File: src/rtl/uart_cmd_pkg.sv
package uart_cmd_pkg;

  localparam int CMD_W = 8;
  localparam int STS_W = 8;

  // miscellaneous command codes, field [6:4]
  localparam logic [2:0] MC_NONE   = 3'b000;
  localparam logic [2:0] MC_MRPTR  = 3'b001;
  localparam logic [2:0] MC_RXRST  = 3'b010;
  localparam logic [2:0] MC_TXRST  = 3'b011;
  localparam logic [2:0] MC_ERRRST = 3'b100;

  // two-bit enable field encoding
  localparam logic [1:0] EN_ON  = 2'b01;
  localparam logic [1:0] EN_OFF = 2'b10;

  // status bit positions
  localparam int ST_RXRDY = 0;
  localparam int ST_FFULL = 1;
  localparam int ST_TXRDY = 2;
  localparam int ST_TXEMT = 3;
  localparam int ST_OVR   = 4;
  localparam int ST_PAR   = 5;
  localparam int ST_FRM   = 6;
  localparam int ST_BRK   = 7;

  localparam int DIR_RX = 0;
  localparam int DIR_TX = 1;
  localparam int N_DIR  = 2;

  typedef struct packed {
    logic              mr_rst;
    logic [N_DIR-1:0]  dir_rst;
    logic [N_DIR-1:0]  dir_on;
    logic [N_DIR-1:0]  dir_off;
    logic [STS_W-1:0]  sts_wipe;
  } cmd_act_t;

endpackage

File: src/rtl/uart_cmd_decode.sv
module uart_cmd_decode
  import uart_cmd_pkg::*;
(
  input  logic             we,
  input  logic [CMD_W-1:0] data,
  output cmd_act_t         act
);

  logic       unused_b7;
  logic [2:0] code;
  logic [1:0] fld [N_DIR];

  assign unused_b7    = data[7];
  assign code         = data[6:4];
  assign fld[DIR_RX]  = data[1:0];
  assign fld[DIR_TX]  = data[3:2];

  always_comb begin
    act = '0;
    if (we) begin
      for (int d = 0; d < N_DIR; d++) begin
        act.dir_on[d]  = (fld[d] == EN_ON);
        act.dir_off[d] = (fld[d] == EN_OFF);
      end
      case (code)
        MC_MRPTR: act.mr_rst = 1'b1;
        MC_RXRST: begin
          act.dir_rst[DIR_RX]     = 1'b1;
          act.sts_wipe[ST_RXRDY]  = 1'b1;
          act.sts_wipe[ST_FFULL]  = 1'b1;
        end
        MC_TXRST: begin
          act.dir_rst[DIR_TX]     = 1'b1;
          act.sts_wipe[ST_TXRDY]  = 1'b1;
          act.sts_wipe[ST_TXEMT]  = 1'b1;
        end
        MC_ERRRST: begin
          act.sts_wipe[ST_OVR] = 1'b1;
          act.sts_wipe[ST_PAR] = 1'b1;
          act.sts_wipe[ST_FRM] = 1'b1;
          act.sts_wipe[ST_BRK] = 1'b1;
        end
        default: act.mr_rst = 1'b0;
      endcase
    end
  end

endmodule

File: src/rtl/uart_dir_enable.sv
module uart_dir_enable (
  input  logic clk,
  input  logic rst,
  input  logic on_i,
  input  logic off_i,
  input  logic reset_i,
  output logic en_q
);

  always_ff @(posedge clk) begin
    if (rst || reset_i) en_q <= 1'b0;
    else if (on_i)      en_q <= 1'b1;
    else if (off_i)     en_q <= 1'b0;
  end

endmodule

File: src/rtl/uart_status_bank.sv
module uart_status_bank #(
  parameter int WIDTH = 8
) (
  input  logic             clk,
  input  logic             rst,
  input  logic [WIDTH-1:0] ev_set,
  input  logic [WIDTH-1:0] ev_clr,
  input  logic [WIDTH-1:0] cmd_wipe,
  output logic [WIDTH-1:0] flags_q
);

  for (genvar i = 0; i < WIDTH; i++) begin : g_bit
    always_ff @(posedge clk) begin
      if (rst || cmd_wipe[i] || ev_clr[i]) flags_q[i] <= 1'b0;
      else if (ev_set[i])                  flags_q[i] <= 1'b1;
    end
  end

endmodule

File: src/rtl/uart_mode_ptr.sv
module uart_mode_ptr (
  input  logic clk,
  input  logic rst,
  input  logic access_i,
  input  logic rewind_i,
  output logic sel_q
);

  always_ff @(posedge clk) begin
    if (rst || rewind_i) sel_q <= 1'b0;
    else if (access_i)   sel_q <= 1'b1;
  end

endmodule

File: src/rtl/uart_cmd_ctl.sv
module uart_cmd_ctl
  import uart_cmd_pkg::*;
(
  input  logic             clk,
  input  logic             rst,
  input  logic             cmd_we,
  input  logic [CMD_W-1:0] cmd_data,
  input  logic             mode_acc,
  input  logic [STS_W-1:0] sts_set,
  input  logic [STS_W-1:0] sts_clr,
  output logic             rx_en,
  output logic             tx_en,
  output logic             mr_sel,
  output logic             rx_ptr_init,
  output logic [STS_W-1:0] status_o
);

  cmd_act_t         act;
  logic [N_DIR-1:0] en_q;

  uart_cmd_decode u_dec (
    .we   (cmd_we),
    .data (cmd_data),
    .act  (act)
  );

  for (genvar d = 0; d < N_DIR; d++) begin : g_dir
    uart_dir_enable u_en (
      .clk     (clk),
      .rst     (rst),
      .on_i    (act.dir_on[d]),
      .off_i   (act.dir_off[d]),
      .reset_i (act.dir_rst[d]),
      .en_q    (en_q[d])
    );
  end

  assign rx_en = en_q[DIR_RX];
  assign tx_en = en_q[DIR_TX];

  uart_status_bank #(.WIDTH(STS_W)) u_sts (
    .clk      (clk),
    .rst      (rst),
    .ev_set   (sts_set),
    .ev_clr   (sts_clr),
    .cmd_wipe (act.sts_wipe),
    .flags_q  (status_o)
  );

  uart_mode_ptr u_mp (
    .clk      (clk),
    .rst      (rst),
    .access_i (mode_acc),
    .rewind_i (act.mr_rst),
    .sel_q    (mr_sel)
  );

  always_ff @(posedge clk) begin
    if (rst) rx_ptr_init <= 1'b0;
    else     rx_ptr_init <= act.dir_rst[DIR_RX];
  end

endmodule

File: config.mk
export PLATFORM = sky130hd
export DESIGN_NAME = uart_cmd_ctl
export DESIGN_NICKNAME = d
export VERILOG_FILES = /design/src/rtl/uart_cmd_pkg.sv /design/src/rtl/uart_cmd_decode.sv /design/src/rtl/uart_dir_enable.sv /design/src/rtl/uart_status_bank.sv /design/src/rtl/uart_mode_ptr.sv /design/src/rtl/uart_cmd_ctl.sv
export SDC_FILE = /design/constraint.sdc
export NUM_CORES = 1
export LEC_CHECK = 0
export BUFFER_PORTS_ARGS = -buffer_cell sky130_fd_sc_hd__buf_2
export CAP_MARGIN = 10
export CELL_PAD_IN_SITES_DETAIL_PLACEMENT = 1
export CELL_PAD_IN_SITES_GLOBAL_PLACEMENT = 1
export CORE_MARGIN = 1
export CORE_UTILIZATION = 24
export DETAILED_ROUTE_END_ITERATION = 16
export PLACE_DENSITY_LB_ADDON = 0.1
export SYNTH_ARGS = -nofsm -noshare
export SYNTH_HDL_FRONTEND = slang
export SYNTH_SLANG_ARGS = --single-unit
File: constraint.sdc
create_clock -name clk -period 2.1 [get_ports clk]
set_input_delay 0.315 -clock clk [delete_from_list [all_inputs] [get_ports clk]]
set_output_delay 0.315 -clock clk [all_outputs]
set_load 0.02 [all_outputs]
==> results.cfg, run 1 <==
[worst_setup_path]
crit_chain = buf_2
critPathSlowestCell = dfxtp_1
required_ns = 1.78
crit_type = reg -> out
crit_arrival_ns = 0.79
startpoint_type = flop
cp-end-kind = output pin
path_max_fanout = 3
crit_family = flip-flops
crit_buf_inv = 1
crit_path_max_incr_delay_ns = 0.35

[place]
port_buffers = 38
gp_congestion = 0.6323
dpl.hpwl_um = 941.7
dp_slack_ns = 0.8528

[yosys]
synth_area_leaders = dfxtp_1 55%, nor3_1 11%, nor2_1 7.7%
ys_warn_count = 0
avgSynthCellArea_sq_um = 8.758
syn_area_sq_um = 437.9
ys_seq_elements = 12
synth.top_cell.area_share_pct = 54.86
post-synth-top-area-cell = dfxtp_1
synth_common_cells = 12 x dfxtp_1, 10 x nor3_1, 9 x nor2_1, 4 x nand2_1, 4 x o21ai_0
ys_seq_area_share_pct = 54.86
ys.flop_type = dfxtp_1
synth_cells = 50
ys_types = 12
syn_nets = 78
synth.most_common_cell = dfxtp_1
async_flop_share_pct = 0
synth_edf_count = 0

[worst_hold_path]
hold_class = in -> reg

[clocking]
clk_latency_ns = 0.27
cts.clk_slew.worst_paths_ns = 0.08
htree_levels = 1
clockBufferDepth = 2
cts_resized = 0
numClockSinks = 12
cts_tree = built
post_cts_buffers = 0
cts_root_buffer = clkbuf_4
cts_hold_buf = 0
cts_buffers = 3

[run]
max_cap_violations = 0

[floorplan]
die_w_um = 44.72
rows = 15
dieArea_sq_um = 1999
die_h_um = 44.72
initial_core_util_pct = 25.36
ios = 40
fp.coreArea_sq_um = 1727

[grt]
grt_max_degree = 8
grt_pass1_vias = 450
grt-ovfl-total = 0
grt_pass1_wl_mm = 1.731
antenna_found_initial = 0
grt_use_total_pct = 11.90

[detailed_routing]
firstDrtPassIters = 3
drt_iter0_markers = 4
drc_errors = 0
wl_per_cell_um = 9.590
viasPerCell = 4.171
drtAntennaViolNets = 0
routed_wirelength_mm = 1.122
dr_total_vias = 488

[layout]
nets = 121
antenna-diode-count = 0
final_layout_size_suffix_gt1_share_pct = 47.83
area_delta_synth_final_pct = 58.86

[pwr]
powerDensity_nw_per_um2 = 736.6
p_leak_uw = 0.0003625
peakVddDrop_v = 0.0002365

[sta]
slew_viol_final = 0
worst_slew_pin_slew_ns = 0.4347
rsz0062_at_grt = false
fin_crit_sh_pct = 52.45
fin_skew_ns = 0
fin_ws_ns = 0.9985
fin_setup_tns_ns = 0
min_period_ns = 1.102
clock.fmax_mhz = 907.8
setup_violations = 0
relSlewSlack_pct = 70.71
hold_viol_final = 0

[status]
outcome = finished, final reports clean
-- metal layers --
layer	up-vias	GRT usage [%]	share of wire, %
met5	-	0	0
met4	0	5.455	0
met3	0	4.000	11
met2	26	18.53	46
met1	209	14.89	43
li1	253	-	-
-- final cells by class --
type / instances / area [sq um]
clock buffer: 4 / 36.28
fill: 233 / 1031
inverter: 4 / 15.01
multi-input combinational: 34 / 182.7
sequential: 12 / 240.2
tap: 25 / 31.28
timing repair buffer: 38 / 190.2
-- worst paths after layout --
path                                   start                         endpoint  slack [ns]  cells past startpoint
max          g_dir[0].u_en.en_q$_SDFFE_PP0P_                            rx_en         1.0                      1
min                               sts_clr[5]    u_sts.flags_q[5]$_SDFFE_PP0P_        0.20                      2
max reg2reg  g_dir[0].u_en.en_q$_SDFFE_PP0P_  g_dir[0].u_en.en_q$_SDFFE_PP0P_        1.41                      2
min reg2reg  g_dir[1].u_en.en_q$_SDFFE_PP0P_  g_dir[1].u_en.en_q$_SDFFE_PP0P_        0.47                      2
-- cells in the final DEF, fill, tap and decap left out --
| cell | count |
|---|---|
| inv_1 | 3 |
| dfxtp_1 | 12 |
| nand3b_1 | 1 |
| buf_2 | 38 |
| inv_2 | 1 |
| nand2_1 | 4 |
| clkbuf_8 | 1 |
| o41ai_4 | 1 |
| nor2b_1 | 2 |
| nor2_1 | 9 |
| o21ai_0 | 4 |
| nor4_1 | 1 |
| nor3_1 | 10 |
| a21oi_1 | 2 |
| clkbuf_4 | 3 |
-- logic make-up (layout without fill, tap and decap cells) --
group | count (synthesis) | after routing | share of synthesized area, %
simple gates | 27 | 27 | 28.57
buf+inv | 4 | 46 | 3.428
flops | 12 | 12 | 54.86
compound gates | 7 | 7 | 13.14
-- where the power goes --
group | total, uW | internal [uW] | switching [uW]
registers | 245 | 239 | 5.53
clock network | 187 | 105 | 81.6
logic | 81.0 | 36.6 | 44.4
total | 512 | 381 | 131
-- metrics by stage --
step                      instances  hold WS, ns  utilization [%]  total power [uW]  cell area, sq um
final                           117       0.1953            40.29             512.5             695.7
after global routing            117       0.1875            40.29             542.9             695.7
after CTS                       117       0.1787            40.29             527.8             695.7
after detailed placement        113       0.4679            38.19             332.3             659.4
after global placement          113       0.4540            38.19             330.9             659.4
after floorplan                  50       0.3918                -             288.2             437.9
-- registers in the layout, indices dropped and copies added, names as in the netlist --
name	count
u_sts.flags_q	8
g_dir.u_en.en_q	2
rx_ptr_init	1
u_mp.sel_q	1
No activity file was read; power rests on OpenSTA's default activity.
==> run 2: changes to the inputs <==
Settings changed: CORE_UTILIZATION 24 to 22.
Clock period 2.1 ns to 1.1 ns, I/O delays scaled along.
==> run 2 against run 1 <==
Core utilization is 0.85 points lower. Global-route usage shrank 1.6 points. Sequential power increased by 91%. Wire length is 1.6% higher. Non-clock buffer count is 2 higher. Largest cell class unchanged. Die area rose by 8.7%. Setup slack lost 0.85 ns. Register-to-register slack lost 0.99 ns. Highest routed layer unchanged. Combinational power increased by 99%. Clock skew is the same. Final cell count grew 1.7%. Via count is 0.20% lower.
==> results.cfg, run 2 (synthesis gave the netlist of run 1 again) <==
[layout]
mostFrequentLayoutCell = buf_2
area_delta_synth_final_pct = 62.29
top_register = u_sts.flags_q
nFillCells = 249
largest_register_ffs = 8
nets = 123
mostFrequentLayoutCells = 38 x buf_2, 12 x dfxtp_1, 10 x nor3_1
fin_area_sq_um = 710.7
top_regs = u_sts.flags_q: 8 flops, g_dir.u_en.en_q: 2 flops
antenna-diode-count = 0
final_layout_size_suffix_gt1_share_pct = 48.94

[worst_setup_path]
worst-path-stages = 1
critPathSlowestCell = dfxtp_1
crit_buf_inv = 1
r2r_slack_ns = 0.42
crit_family = flip-flops
startpoint_type = flop
crit_path_max_incr_delay_ns = 0.35
path_max_fanout = 2
worst_r2r_path_depth = 2
crit_arrival_ns = 0.79
crit_chain = buf_2
cp-end-kind = output pin
required_ns = 0.94
crit_type = reg -> out

[place]
placed_area_sq_um = 674.4
dpl.hpwl_um = 970.8
dp_slack_ns = 0.07495
port_buffers = 38
gp_congestion = 0.6981

[floorplan]
dieArea_sq_um = 2173
die_h_um = 46.62
die_w_um = 46.62
ios = 40
rows = 15
fp.coreArea_sq_um = 1802
initial_core_util_pct = 24.31

[sta]
min_period_ns = 0.9565
setup_violations = 0
fin_setup_tns_ns = 0
hold_viol_final = 0
relSlewSlack_pct = 76.98
whs_ns = 0.04514
fin_ws_ns = 0.1435
clock.fmax_mhz = 1046
worst_slew_pin_slew_ns = 0.3442
fin_crit_sh_pct = 86.95
slew_viol_final = 0
fin_skew_ns = 0
rsz0062_at_grt = false

[grt]
grt.busiest_layer = met2
grt_pass1_vias = 366
grt_max_degree = 8
grt_use_met1_pct = 13.75
grt-ovfl-total = 0
antenna_found_initial = 0
grt_use_total_pct = 10.29
grt_use_met2_pct = 16.11
grt_pass1_wl_mm = 1.559
grtUsageMet3_pct = 2.353

[worst_hold_path]
hold-path-cell-count = 2
hold_class = in -> reg

[pwr]
p_leak_uw = 0.0003721
finalPower_uw = 980.4
powerDensity_nw_per_um2 = 1380
peakVddDrop_v = 0.0005557

[detailed_routing]
drt_iter0_markers = 4
viasPerCell = 4.092
dr_total_vias = 487
routed_wirelength_mm = 1.140
drtAntennaViolNets = 0
drc_errors = 0
firstDrtPassIters = 2
wl_per_cell_um = 9.580

[clocking]
clockBufferDepth = 2
cts_tree = built
cts_root_buffer = clkbuf_4
cts_buffers = 3
cts_resized = 0
cts.clk_slew.worst_paths_ns = 0.08
clk_latency_ns = 0.27
post_cts_buffers = 0
cts_hold_buf = 0
numClockSinks = 12
htree_levels = 1

[status]
outcome = finished, final reports clean

[run]
max_cap_violations = 0
==> run 2: cell count changes in the layout (fill, tap and decap cells not counted), sizes merged <==
cell | before | now
buf | 38 | 40
==> run 2: layer usage <==
metal  vias to the layer above  routed length, um
met1                       210                480
met5                         -                  0
met4                         0                  0
met2                        20                568
met3                         0                 91
li1                        257                  -
==> run 2: worst register-to-register path, delay by kind of cell, from the launching register on <==
family	cells	cell delay, ns
flops	1	0.32
compound gates	2	0.25
==> run 2: where the power goes <==
part | switching [uW] | leakage [uW] | internal [uW]
clock network | 152 | 0.0000210 | 201
logic | 86.0 | 0.000252 | 75.2
registers | 10.1 | 0.0000987 | 456
==> run 2: per-stage QoR <==
stage               utilization (%)  std cells
floorplan                         -         50
global placement              37.43        115
detailed placement            37.43        115
CTS                           39.44        119
global route                  39.44        119
finish                        39.44        119
==> run 2: area by class of cell <==
| cell class | instances | area [sq um] | share of cell area [%] |
|---|---|---|---|
| clock buffer | 4 | 36.28 | 5.106 |
| inverter | 4 | 15.01 | 2.113 |
| multi-input combinational | 34 | 182.7 | 25.70 |
| sequential | 12 | 240.2 | 33.80 |
| tap | 25 | 31.28 | 4.401 |
| timing repair buffer | 40 | 205.2 | 28.87 |
==> run 2: worst paths after layout <==
check	from	end
setup / recovery	u_sts.flags_q[7]$_SDFFE_PP0P_	status_o[7]
hold / removal	sts_clr[1]	u_sts.flags_q[1]$_SDFFE_PP0P_
setup reg to reg	g_dir[0].u_en.en_q$_SDFFE_PP0P_	g_dir[0].u_en.en_q$_SDFFE_PP0P_
hold reg to reg	g_dir[1].u_en.en_q$_SDFFE_PP0P_	g_dir[1].u_en.en_q$_SDFFE_PP0P_
